File: config.mk
export PLATFORM = sky130hd
export DESIGN_NAME = scanout_fold_engine
export DESIGN_NICKNAME = d
export VERILOG_FILES = /design/src/rtl/scanout_pkg.sv /design/src/rtl/scanout_lane_parity.sv /design/src/rtl/scanout_formatter.sv /design/src/rtl/scanout_addr_gen.sv /design/src/rtl/scanout_fold_engine.sv
export SDC_FILE = /design/constraint.sdc
export NUM_CORES = 1
export LEC_CHECK = 0
export BUFFER_PORTS_ARGS = -buffer_cell sky130_fd_sc_hd__buf_4
export CORE_ASPECT_RATIO = 0.7
export CORE_MARGIN = 8
export CORE_UTILIZATION = 57
export CTS_CLUSTER_SIZE = 24
export DETAILED_ROUTE_END_ITERATION = 16
export PLACE_DENSITY_LB_ADDON = 0.1
export SYNTH_ARGS = -nofsm -noshare
export SYNTH_HDL_FRONTEND = slang
export SYNTH_SLANG_ARGS = --single-unit
File: constraint.sdc
create_clock -name clk -period 5.43 [get_ports clk]
set_input_delay 1.086 -clock clk [delete_from_list [all_inputs] [get_ports clk]]
set_output_delay 1.086 -clock clk [all_outputs]
set_load 0.005 [all_outputs]
File: src/rtl/scanout_pkg.sv
package scanout_pkg;
  localparam int DATA_W  = 32;
  localparam int PAR_W   = 4;
  localparam int WORD_W  = DATA_W + PAR_W;
  localparam int LANE_W  = 8;
  localparam int LANES   = DATA_W / LANE_W;
  localparam int HEAD_W  = DATA_W - PAR_W;   // data bits kept in the first word
  localparam int TAIL_W  = DATA_W - HEAD_W;  // data bits moved to the fold word
  localparam int TAIL_LO = 4;                // fold word: tail sits in positions 24-27

  typedef enum logic [2:0] {
    ST_IDLE,
    ST_REQ,
    ST_RSP,
    ST_WR_MAIN,
    ST_WR_FOLD,
    ST_FIN
  } eng_state_t;
endpackage

File: src/rtl/scanout_lane_parity.sv
module scanout_lane_parity
  import scanout_pkg::*;
#(
  parameter int NLANES = LANES
) (
  input  logic [NLANES*LANE_W-1:0] payload,
  output logic [NLANES-1:0]        par
);
  // lane j is the j-th byte from the most significant end; its parity bit
  // sits at par[NLANES-1-j] so that {payload, par} lines up positionally
  for (genvar j = 0; j < NLANES; j++) begin : g_lane
    assign par[NLANES-1-j] = ~^payload[(NLANES-j)*LANE_W-1 -: LANE_W];
  end
endmodule

File: src/rtl/scanout_formatter.sv
module scanout_formatter
  import scanout_pkg::*;
(
  input  logic [WORD_W-1:0] src,
  input  logic              wide,
  input  logic              fold_phase,
  output logic [DATA_W-1:0] payload
);
  logic [HEAD_W-1:0] head;
  logic [TAIL_W-1:0] tail;
  logic [PAR_W-1:0]  carried;

  assign head    = src[WORD_W-1 -: HEAD_W];
  assign tail    = src[PAR_W +: TAIL_W];
  assign carried = src[PAR_W-1:0];

  always_comb begin
    if (!wide) begin
      payload = src[WORD_W-1:PAR_W];
    end else if (!fold_phase) begin
      payload = {head, carried};
    end else begin
      payload = '0;
      payload[TAIL_LO +: TAIL_W] = tail;
    end
  end
endmodule

File: src/rtl/scanout_addr_gen.sv
module scanout_addr_gen #(
  parameter int          AW        = 24,
  parameter logic [AW-1:0] FIXED_LO = AW'('h80)
) (
  input  logic          clk,
  input  logic          rst_n,
  input  logic          load,
  input  logic          use_prog,
  input  logic          fixed_alt,
  input  logic [AW-1:0] prog_addr,
  input  logic          step,
  output logic [AW-1:0] addr
);
  localparam logic [AW-1:0] STRIDE   = AW'(4);
  localparam logic [AW-1:0] FIXED_HI = FIXED_LO + STRIDE;

  logic [AW-1:0] base;
  logic [AW-1:0] prog_aligned;

  assign prog_aligned = {prog_addr[AW-1:2], 2'b00};

  always_comb begin
    if (use_prog)       base = prog_aligned + STRIDE;
    else if (fixed_alt) base = FIXED_HI;
    else                base = FIXED_LO;
  end

  always_ff @(posedge clk or negedge rst_n) begin
    if (!rst_n)     addr <= '0;
    else if (load)  addr <= base;
    else if (step)  addr <= addr + STRIDE;
  end
endmodule

File: src/rtl/scanout_fold_engine.sv
module scanout_fold_engine
  import scanout_pkg::*;
#(
  parameter int AW = 24,
  parameter int IW = 4
) (
  input  logic              clk,
  input  logic              rst_n,
  input  logic              start,
  input  logic              use_prog,
  input  logic              fixed_alt,
  input  logic [AW-1:0]     prog_addr,
  input  logic [IW:0]       reg_count,
  output logic              busy,
  output logic              done,
  output logic              src_req_valid,
  input  logic              src_req_ready,
  output logic [IW-1:0]     src_req_idx,
  input  logic              src_rsp_valid,
  output logic              src_rsp_ready,
  input  logic [WORD_W-1:0] src_rsp_data,
  input  logic              src_rsp_wide,
  output logic              wr_valid,
  input  logic              wr_ready,
  output logic [AW-1:0]     wr_addr,
  output logic [WORD_W-1:0] wr_data
);
  localparam logic [IW:0] IDX_ONE = (IW+1)'(1);

  eng_state_t        state_q;
  logic [IW:0]       cnt_q;
  logic [IW:0]       idx_q;
  logic [WORD_W-1:0] src_q;
  logic              wide_q;
  logic              launch;
  logic              wr_fire;
  logic              last_reg;
  logic [DATA_W-1:0] payload;
  logic [LANES-1:0]  par;

  assign launch   = (state_q == ST_IDLE) && start;
  assign wr_fire  = wr_valid && wr_ready;
  assign last_reg = (idx_q + IDX_ONE) == cnt_q;

  always_ff @(posedge clk or negedge rst_n) begin
    if (!rst_n) begin
      state_q <= ST_IDLE;
      cnt_q   <= '0;
      idx_q   <= '0;
      src_q   <= '0;
      wide_q  <= 1'b0;
    end else begin
      case (state_q)
        ST_IDLE: if (start) begin
          cnt_q   <= reg_count;
          idx_q   <= '0;
          state_q <= (reg_count == '0) ? ST_FIN : ST_REQ;
        end
        ST_REQ: if (src_req_ready) state_q <= ST_RSP;
        ST_RSP: if (src_rsp_valid) begin
          src_q   <= src_rsp_data;
          wide_q  <= src_rsp_wide;
          state_q <= ST_WR_MAIN;
        end
        ST_WR_MAIN: if (wr_ready) begin
          if (wide_q)        state_q <= ST_WR_FOLD;
          else if (last_reg) state_q <= ST_FIN;
          else begin
            idx_q   <= idx_q + IDX_ONE;
            state_q <= ST_REQ;
          end
        end
        ST_WR_FOLD: if (wr_ready) begin
          if (last_reg) state_q <= ST_FIN;
          else begin
            idx_q   <= idx_q + IDX_ONE;
            state_q <= ST_REQ;
          end
        end
        ST_FIN:  state_q <= ST_IDLE;
        default: state_q <= ST_IDLE;
      endcase
    end
  end

  assign busy          = (state_q != ST_IDLE);
  assign done          = (state_q == ST_FIN);
  assign src_req_valid = (state_q == ST_REQ);
  assign src_req_idx   = idx_q[IW-1:0];
  assign src_rsp_ready = (state_q == ST_RSP);
  assign wr_valid      = (state_q == ST_WR_MAIN) || (state_q == ST_WR_FOLD);

  scanout_formatter fmt_i (
    .src        (src_q),
    .wide       (wide_q),
    .fold_phase (state_q == ST_WR_FOLD),
    .payload    (payload)
  );

  scanout_lane_parity #(.NLANES(LANES)) par_i (
    .payload (payload),
    .par     (par)
  );

  assign wr_data = {payload, par};

  scanout_addr_gen #(.AW(AW)) addr_i (
    .clk       (clk),
    .rst_n     (rst_n),
    .load      (launch),
    .use_prog  (use_prog),
    .fixed_alt (fixed_alt),
    .prog_addr (prog_addr),
    .step      (wr_fire),
    .addr      (wr_addr)
  );
endmodule

==> impl_metrics.ini, run 1 <==
[outcome]
status = completed

[worst_setup_path]
crit_buf_inv = 1
worstPathMaxFanout = 32
cp-start-kind = flip-flop
setup.worst_path.end_class = output pin
cp_slowest_cell = nand3_1
critical_path_class = reg -> out
worstPathRequired_ns = 4.34
slowest_delay_ns = 0.75
crit_arrival_ns = 2.76
cp_cell_sequence = nor2_1 -> nand3_1 -> mux2i_1 -> xor2_1 -> buf_4
crit_family = simple AND/OR/NAND/NOR gates

[floorplanning]
num_rows = 28
initial_core_util_pct = 57.6
die_area_mm2 = 0.0116
die_h_um = 92.5
io_pins = 143
core-area_mm2 = 0.00827
die_w_um = 125

[logic_synthesis]
ys_seq_area_share_pct = 37.8
synthesis.instances = 510
synth_edf_count = 0
ys_warn_count = 0
synthDistinctLibCells = 70
synth_top_area_share_pct = 37.8
synthTopCellsByArea = dfrtp_1 38%, mux2_2 9.0%, xnor2_1 5.5%, nand2_1 4.7%, xor2_1 4.6%
synth-seq-cells = 72
ys_async_sr_fraction_pct = 100
synth-main-ff-cell = dfrtp_1
synth.avg_cell_area_um2 = 9.34
yosysTopAreaCell = dfrtp_1
synth_area_mm2 = 0.00476

[placed_design]
place_ws_ns = 1.97
dpl.hpwl_mm = 9.86
portBuffers = 138
globalplace.congestion = 0.858

[pwr]
fin_total_pwr_w = 0.00354
vdd_drop_max_mv = 0.414
powerDensity_mw_per_mm2 = 581
p_leak_nw = 2.77

[timing]
min_period_ns = 3.85
fin_skew_ns = 0.00441
fin_ws_ns = 1.58
slew_headroom_pct = 20.1
finalSetupViolCount = 0
timing.hold.ws_ns = 0.502
tns_ns = 0
tightestPinTransition_ns = 1.19
timing.final.max_slew_violations = 0
rsz0062_at_grt = no
timing.final.crit_share_pct = 70.9
hold_viol = 0
maxClockFrequency_ghz = 0.260

[clocking]
cts_sinks = 72
cts_hold_buffers = 0
cts_buffers = 9
clk_pin_slew_worst_paths_ns = 0.06
post_cts_resize_count = 0
cts_setup_buffers = 0
cts_buffer_depth = 2
clock_latency_ns = 0.33
cts_tree = built
cts-root-buf = clkbuf_16
h-tree-depth = 3

[worst_hold_path]
min_path_type = reg -> reg

[route]
drt_first_pass_iters = 5
final_antenna_net_count = 0
viasPerCell = 5.94
totalWireLength_mm = 13.4
drc_errors = 0
routedWlPerCell_um = 18.1
drt_iter0_drc = 350
via_count = 4391

[cells_and_area]
area_growth_pct = 28.0
antenna_cells = 0
final_nets = 706
drive_gt1_share_pct = 33.4

[global_routing]
antenna_found_initial = 0
grt_use_total_pct = 23.3
grt_pass1_vias = 4424
grt_pass1_wl_mm = 22.2
grt_max_degree = 73
globalRouteOverflowTotal = 0

[flow_run]
drv_cap = 0
-- logic make-up (layout without fill, tap and decap cells) --
family / after synthesis / in the layout / synth area share, %
simple gates: 209 / 209 / 23.5
mux: 46 / 46 / 10.7
buf+inv: 37 / 160 / 4.41
fa+ha+maj: 3 / 3 / 0.788
flops: 72 / 72 / 37.8
compound gates: 86 / 86 / 12.2
xor+xnor: 56 / 56 / 10.6
other cells: 1 / 2 / 0.0787
-- cells in the final DEF, fill, tap and decap left out, types with 3 or more instances in the layout --
cell / n
xnor2_1: 30
a31o_2: 3
clkbuf_16: 9
ha_1: 3
o22ai_1: 5
o31ai_1: 4
nor3_1: 13
mux2_2: 38
nand3b_1: 3
nand3_1: 23
inv_1: 4
a31oi_1: 8
bufinv_16: 3
and3_1: 7
nor4_1: 5
dfrtp_1: 72
and4_1: 4
or2_2: 4
a211oi_1: 3
nor2_1: 29
o21ai_0: 23
nand2_1: 60
mux2i_1: 8
clkinv_2: 4
xor2_1: 25
and2_1: 27
a41oi_1: 3
a21oi_1: 15
nor3b_1: 4
a221oi_1: 3
nand4_1: 10
buf_4: 140
-- sequential cells by signal, summed over array words and instances (netlist names) --
name	cells
addr_i.addr	22
cnt_q	5
idx_q	5
src_q	36
state_q	3
wide_q	1
-- tightest hold or removal path, cell delays in order, from the launching register on --
cell     delay, ns
dfrtp_1       0.35
nand2_1       0.06
nand2_1       0.06
-- stage by stage --
step,std cells,util [%],cell area [um2]
2_1_floorplan,511,-,4770
3_3_place_gp,723,69.7,5760
3_5_place_dp,723,69.7,5760
4_1_cts,739,73.7,6100
5_1_grt,739,73.7,6100
6_report,739,73.7,6100
-- path summary, 6_finish.rpt --
check | from | endpoint | slack (ns) | cells past startpoint
worst max-delay path | state_q[1] | wr_data[0] | 1.58 | 5
worst min-delay path | cnt_q[4] | cnt_q[4] | 0.50 | 2
worst max register to register | state_q[1] | addr_i.addr[17] | 2.60 | 6
worst min register to register | cnt_q[4] | cnt_q[4] | 0.50 | 2
max in group asynchronous | rst_n | addr_i.addr[19] | 3.94 | 1
min in group asynchronous | rst_n | src_q[18] | 0.88 | 1
-- routing by layer --
layer | up-vias | GRT usage (%) | wire length, um
met3 | 6 | 7.80 | 1180
met2 | 179 | 37.0 | 6410
met4 | 0 | 5.95 | 94
met5 | - | 0 | 0
li1 | 2050 | - | -
met1 | 2156 | 30.2 | 5730
-- power by group --
| group | leakage (nW) | switching (W) | total (W) | internal [W] |
|---|---|---|---|---|
| combinational | 1.71 | 0.000759 | 0.00181 | 0.00105 |
| sequential | 0.884 | 0.000305 | 0.00107 | 0.000764 |
| clock | 0.169 | 0.000222 | 0.000667 | 0.000445 |
| total | 2.77 | 0.00129 | 0.00354 | 0.00226 |
-- layout make-up --
type | count | area, um2
Multi-Input combinational cell | 402 | 2760
Fill cell | 640 | 2170
Sequential cell | 72 | 1800
Timing Repair Buffer | 140 | 1050
Clock buffer | 9 | 225
Tap cell | 105 | 131
Clock inverter | 7 | 110
Inverter | 4 | 15.0
-- cell usage after synthesis, types with 5 or more instances --
master / instances
nand4_1: 10
buf_4: 7
o22ai_1: 5
a21oi_1: 15
mux2i_1: 8
clkbuf_1: 11
a31oi_1: 8
nand3_1: 23
and3_1: 7
buf_2: 10
and2_1: 27
mux2_2: 38
xnor2_1: 30
xor2_1: 25
nor2_1: 29
nor4_1: 5
nand2_1: 60
o21ai_0: 23
dfrtp_1: 72
nor3_1: 13
Power figures use the tool's default switching activity.
==> inputs of run 2 (changes only) <==
Settings changed: CORE_UTILIZATION 57 to 53.
Clock period 5.43 ns to 4.05 ns, I/O delays scaled along.
==> impl_metrics.ini, run 2 (synthesized netlist as in run 1, its figures left out) <==
[cells_and_area]
fin_area_mm2 = 0.00610
reg.largest.list = src_q (36), addr_i.addr (22)
final_common_cell = buf_4
final_cell_mix = 141 x buf_4, 72 x dfrtp_1, 60 x nand2_1
area_growth_pct = 28.0
largest-register = src_q
antenna_cells = 0
final_nets = 707
seqCellArea_mm2 = 0.00180
drive_gt1_share_pct = 33.4
fill_cells = 733
largest_reg_flops = 36
multi_input_area_mm2 = 0.00276

[timing]
tightestPinTransition_ns = 0.926
rsz0062_at_grt = no
slew_headroom_pct = 38.3
fin_ws_ns = 1.04
maxClockFrequency_ghz = 0.333
hold_viol = 0
tns_ns = 0
finalSetupViolCount = 0
timing.final.max_slew_violations = 0
min_period_ns = 3.01
fin_skew_ns = 0.00543
timing.hold.ws_ns = 0.505
timing.final.crit_share_pct = 74.2

[worst_setup_path]
cp_cell_sequence = nor2_1 -> nand3_1 -> buf_4 -> mux2i_1 -> xor2_1 -> buf_4
crit_family = flip-flops
r2r-end = idx_q[4]
rr_worst_depth = 6
crit_arrival_ns = 2.20
worstPathMaxFanout = 32
crit_buf_inv = 2
cp-start-kind = flip-flop
cp_slowest_cell = dfrtp_1
critical_path_class = reg -> out
timing.rr.start = idx_q[0]
worstPathRequired_ns = 3.24
setup.worst_path.end_class = output pin
crit_top_cell = buf_4
slowest_delay_ns = 0.73
r2r_setup_slack_ns = 1.59

[floorplanning]
die_area_mm2 = 0.0123
num_rows = 29
die_w_um = 129
core-area_mm2 = 0.00889
initial_core_util_pct = 53.6
die_h_um = 95.3
io_pins = 143

[placed_design]
placed_cell_area_mm2 = 0.00579
globalplace.congestion = 0.876
dpl.hpwl_mm = 9.74
portBuffers = 138
place_ws_ns = 1.42

[clocking]
h-tree-depth = 3
cts_hold_buffers = 0
cts_buffers = 9
cts_sinks = 72
cts_tree = built
clock_latency_ns = 0.33
cts_buffer_depth = 2
cts_setup_buffers = 0
cts-root-buf = clkbuf_16
clk_pin_slew_worst_paths_ns = 0.05
post_cts_resize_count = 0

[worst_hold_path]
min_path_type = reg -> reg
hold_path_depth = 2
min-delay-start = cnt_q[4]
holdPathEnd = cnt_q[4]

[global_routing]
antenna_found_initial = 0
globalRouteOverflowTotal = 0
grt_pass1_vias = 4311
grt_use_total_pct = 21.4
grt_max_degree = 73
grt_pass1_wl_mm = 21.1

[route]
via_count = 4316
drc_errors = 0
totalWireLength_mm = 13.2
drt_iter0_drc = 308
viasPerCell = 5.69
final_antenna_net_count = 0
drt_first_pass_iters = 5
routedWlPerCell_um = 17.4

[pwr]
fin_total_pwr_w = 0.00466
powerDensity_mw_per_mm2 = 764
swShare_pct = 36.6
p_leak_nw = 2.76
seq_power_share_pct = 30.6
p_int_w = 0.00295
vdd_drop_max_mv = 0.480
pwr-share-clk_pct = 17.4
switchingPower_w = 0.00171
pwr-share-comb_pct = 52.0

[outcome]
status = completed

[flow_run]
drv_cap = 0
==> run 2: cell types whose count changed in the layout (fill, tap and decap cells not counted), sizes merged <==
cell,delta
clkbuf,+3
bufinv,-2
clkinv,-2
buf,+1
==> run 2: power groups by stage <==
stage	Combinational (W)	Sequential (W)	Clock, W
6_report	0.00242	0.00143	0.000809
5_1_grt	0.00266	0.00148	0.000847
4_1_cts	0.00246	0.00142	0.000824
3_5_place_dp	0.00244	0.00143	0
3_3_place_gp	0.00239	0.00140	0
2_1_floorplan	0.00155	0.00128	0
==> run 2: layout make-up <==
type                            count  area share, %
Inverter                            4          0.246
Clock inverter                      3          0.656
Clock buffer                       12           4.37
Sequential cell                    72           29.5
Tap cell                          124           2.54
Timing Repair Buffer              141           17.4
Multi-Input combinational cell    402           45.3
==> run 2: worst register-to-register path, delay by kind of cell (launching register included) <==
kind	cells	cell delay, ns
DFF	1	0.43
adders and majority gates	1	0.30
and+or+nand+nor	3	1.42
AOI/OAI and AO/OA	2	0.19
==> run 2: worst max path at each step <==
stage	slack, ns	start	depth (start not counted)	to
2_1_floorplan	1.78	wide_q	6	wr_data[0]
3_3_place_gp	1.43	state_q[1]	6	wr_data[0]
3_5_place_dp	1.42	state_q[1]	6	wr_data[0]
4_1_cts	1.06	state_q[1]	6	wr_data[0]
5_1_grt	0.87	state_q[0]	6	wr_data[0]
6_report	1.04	state_q[1]	6	wr_data[0]
==> run 2: per-layer routing <==
metal  track usage (%)  part of all wire [%]  vias up
met5                 0                     0        -
met4              6.23                   1.4        0
met3              5.92                   7.6       15
met2              34.8                    47      164
met1              27.3                    44     2068
li1                  -                     -     2069
==> run 2: metrics by stage <==
step                std cells  util (%)
global placement          743      65.2
CTS                       758      68.6
detailed placement        743      65.2
floorplan                 511         -
finish                    758      68.6
global route              758      68.6
==> inputs of run 3 (changes only) <==
Settings changed: ABC_AREA set to 1, CORE_UTILIZATION 53 to 49.
Clock period 4.05 ns to 2.72 ns, I/O delays scaled along.
==> impl_metrics.ini, run 3 <==
[route]
drc_errors = 0
drt_first_pass_iters = 5
totalWireLength_mm = 15.2
routedWlPerCell_um = 14.3
via_count = 5463
final_antenna_net_count = 0
drt_iter0_drc = 353
viasPerCell = 5.15

[clocking]
cts_sinks = 72
cts-root-buf = clkbuf_16
cts_hold_buffers = 0
cts_tree = built
cts_buffers = 9
clk_pin_slew_worst_paths_ns = 0.06
clock_latency_ns = 0.33
cts_buffer_depth = 2
h-tree-depth = 3

[worst_setup_path]
cp-start-kind = flip-flop
worstPathRequired_ns = 2.18
critical_path_class = reg -> out
setup.worst_path.end_class = output pin
crit_arrival_ns = 2.05
worstPathMaxFanout = 6

[cells_and_area]
final_cells = 1060
antenna_cells = 0
area_growth_pct = 28.7
fin_area_mm2 = 0.00684
drive_gt1_share_pct = 26.4
final_common_cell = nand2_1
final_cell_mix = 249 x nand2_1, 152 x buf_4, 102 x inv_1
largest-register = src_q
largest_reg_flops = 36
final_nets = 1001
reg.largest.list = src_q (36), addr_i.addr (22)

[timing]
timing.final.max_slew_violations = 0
finalSetupViolCount = 0
tns_ns = 0
tightestPinTransition_ns = 0.945
timing.hold.ws_ns = 0.344
hold_viol = 0
slew_headroom_pct = 37.0
min_period_ns = 2.60
timing.final.crit_share_pct = 95.5
maxClockFrequency_ghz = 0.385
fin_skew_ns = 0.00558

[placed_design]
dpl.hpwl_mm = 11.1
globalplace.congestion = 0.933
place_inst = 1033
portBuffers = 138
placed_cell_area_mm2 = 0.00638

[logic_synthesis]
synth_most_common_cell = nand2_1
synthDistinctLibCells = 42
synthesis.instances = 779
synth_edf_count = 0
ys_warn_count = 0
synth_top_area_share_pct = 33.9
ys_seq_area_share_pct = 33.9
synthTopCellsByArea = dfrtp_1 34%, nand2_1 18%, inv_1 7.2%, nor2_1 6.5%, mux2_2 5.9%
synth_common_cells = 251 x nand2_1, 102 x inv_1, 92 x nor2_1
ys_async_sr_fraction_pct = 100
synth_area_mm2 = 0.00532
synth.avg_cell_area_um2 = 6.82
yosysTopAreaCell = dfrtp_1
synth-seq-cells = 72
synth-main-ff-cell = dfrtp_1

[global_routing]
globalRouteOverflowTotal = 0
grt_max_degree = 73
grt_pass1_wl_mm = 23.8
grt_use_total_pct = 20.2
grt_pass1_vias = 5003
antenna_found_initial = 0

[pwr]
swShare_pct = 41.7
vdd_drop_max_mv = 0.563
switchingPower_w = 0.00302
fin_total_pwr_w = 0.00723
pwr-share-clk_pct = 17.7
pwr-share-comb_pct = 54.1
seq_power_share_pct = 28.2
p_int_w = 0.00421
powerDensity_mw_per_mm2 = 1060
p_leak_nw = 3.63

[floorplanning]
die_h_um = 103
io_pins = 143
num_rows = 31
die_w_um = 140
core-area_mm2 = 0.0105
initial_core_util_pct = 50.8
die_area_mm2 = 0.0145

[worst_hold_path]
min_path_type = in -> async

[outcome]
status = completed

[flow_run]
drv_cap = 0
run 3: cell types whose count changed after synthesis, sizes merged, moves of 11 or more:
cell	delta
and2	-27
clkbuf	-11
inv	+100
nand2	+204
nand3	+30
nor2	+70
o21ai	+24
xnor2	-24
xor2	-15
run 3: path summary, 6_finish.rpt:
check | startpoint | to | slack (ns) | depth (start not counted)
max | state_q[1] | wr_data[0] | 0.12 | 12
min | rst_n | idx_q[4] | 0.34 | 1
max reg2reg | state_q[2] | addr_i.addr[9] | 0.55 | 9
min reg2reg | cnt_q[2] | cnt_q[2] | 0.51 | 2
max in group asynchronous | rst_n | wide_q | 1.71 | 1
min in group clk | src_rsp_data[21] | src_q[21] | 0.43 | 2
run 3: what timing repair did:
action                                  in CTS  in global routing
pin swaps                                    2                  1
buffers inserted                             2                  6
cloned                                       1                  3
gates resized for setup                      1                  7
endpoints found under the setup margin       4                  4
run 3: worst max-delay path, stage by stage (launching register included):
cell      delay, ns
dfrtp_2        0.44
nor2_4         0.20
buf_4          0.17
nand3_2        0.18
nand2_1        0.13
nand2_1        0.08
nand2_1        0.09
nand2_2        0.07
clkinv_1       0.06
nand2_1        0.04
nand3_1        0.06
nand2_1        0.07
buf_4          0.13
run 3: final cells by class:
cell class / instances / area (um2)
clock buffers: 10 / 239
multi-input cells: 582 / 2990
clock inverters: 5 / 81.3
fillers: 925 / 3630
inverters: 106 / 399
repair buffers: 153 / 1160
well taps: 132 / 165
flip-flops and latches: 72 / 1810
run 3: logic make-up (layout without fill, tap and decap cells):
logic type / count (synthesis) / after routing / share of synthesized area, %
DFF: 72 / 72 / 33.9
AOI/OAI and AO/OA: 87 / 87 / 9.56
buffers and inverters: 130 / 274 / 11.1
xor gates and xnor gates: 16 / 16 / 2.64
and+or+nand+nor: 440 / 444 / 35.7
muxes: 30 / 30 / 6.35
other: 1 / 2 / 0.0705
adders and majority gates: 3 / 3 / 0.706
run 3: per-stage QoR:
stage / util (%) / worst slack (ns)
floorplan: - / 0.749
global placement: 61.0 / 0.170
detailed placement: 61.0 / 0.0802
CTS: 64.5 / 0.0240
global route: 65.4 / -0.00951
finish: 65.4 / 0.123
run 3: per-layer routing:
metal	routed length [um]	track usage, %	vias up
li1	-	-	2748
met1	6900	26.5	2492
met2	6800	32.2	207
met3	1320	5.83	16
met4	173	5.92	0
met5	0	0	-
run 3: power groups by stage:
stage | clock network (W) | registers (W) | logic (W)
after detailed placement | 0 | 0.00204 | 0.00371
after global routing | 0.00134 | 0.00211 | 0.00439
after global placement | 0 | 0.00201 | 0.00361
final | 0.00128 | 0.00204 | 0.00391
after floorplan | 0 | 0.00192 | 0.00233
after CTS | 0.00131 | 0.00204 | 0.00379
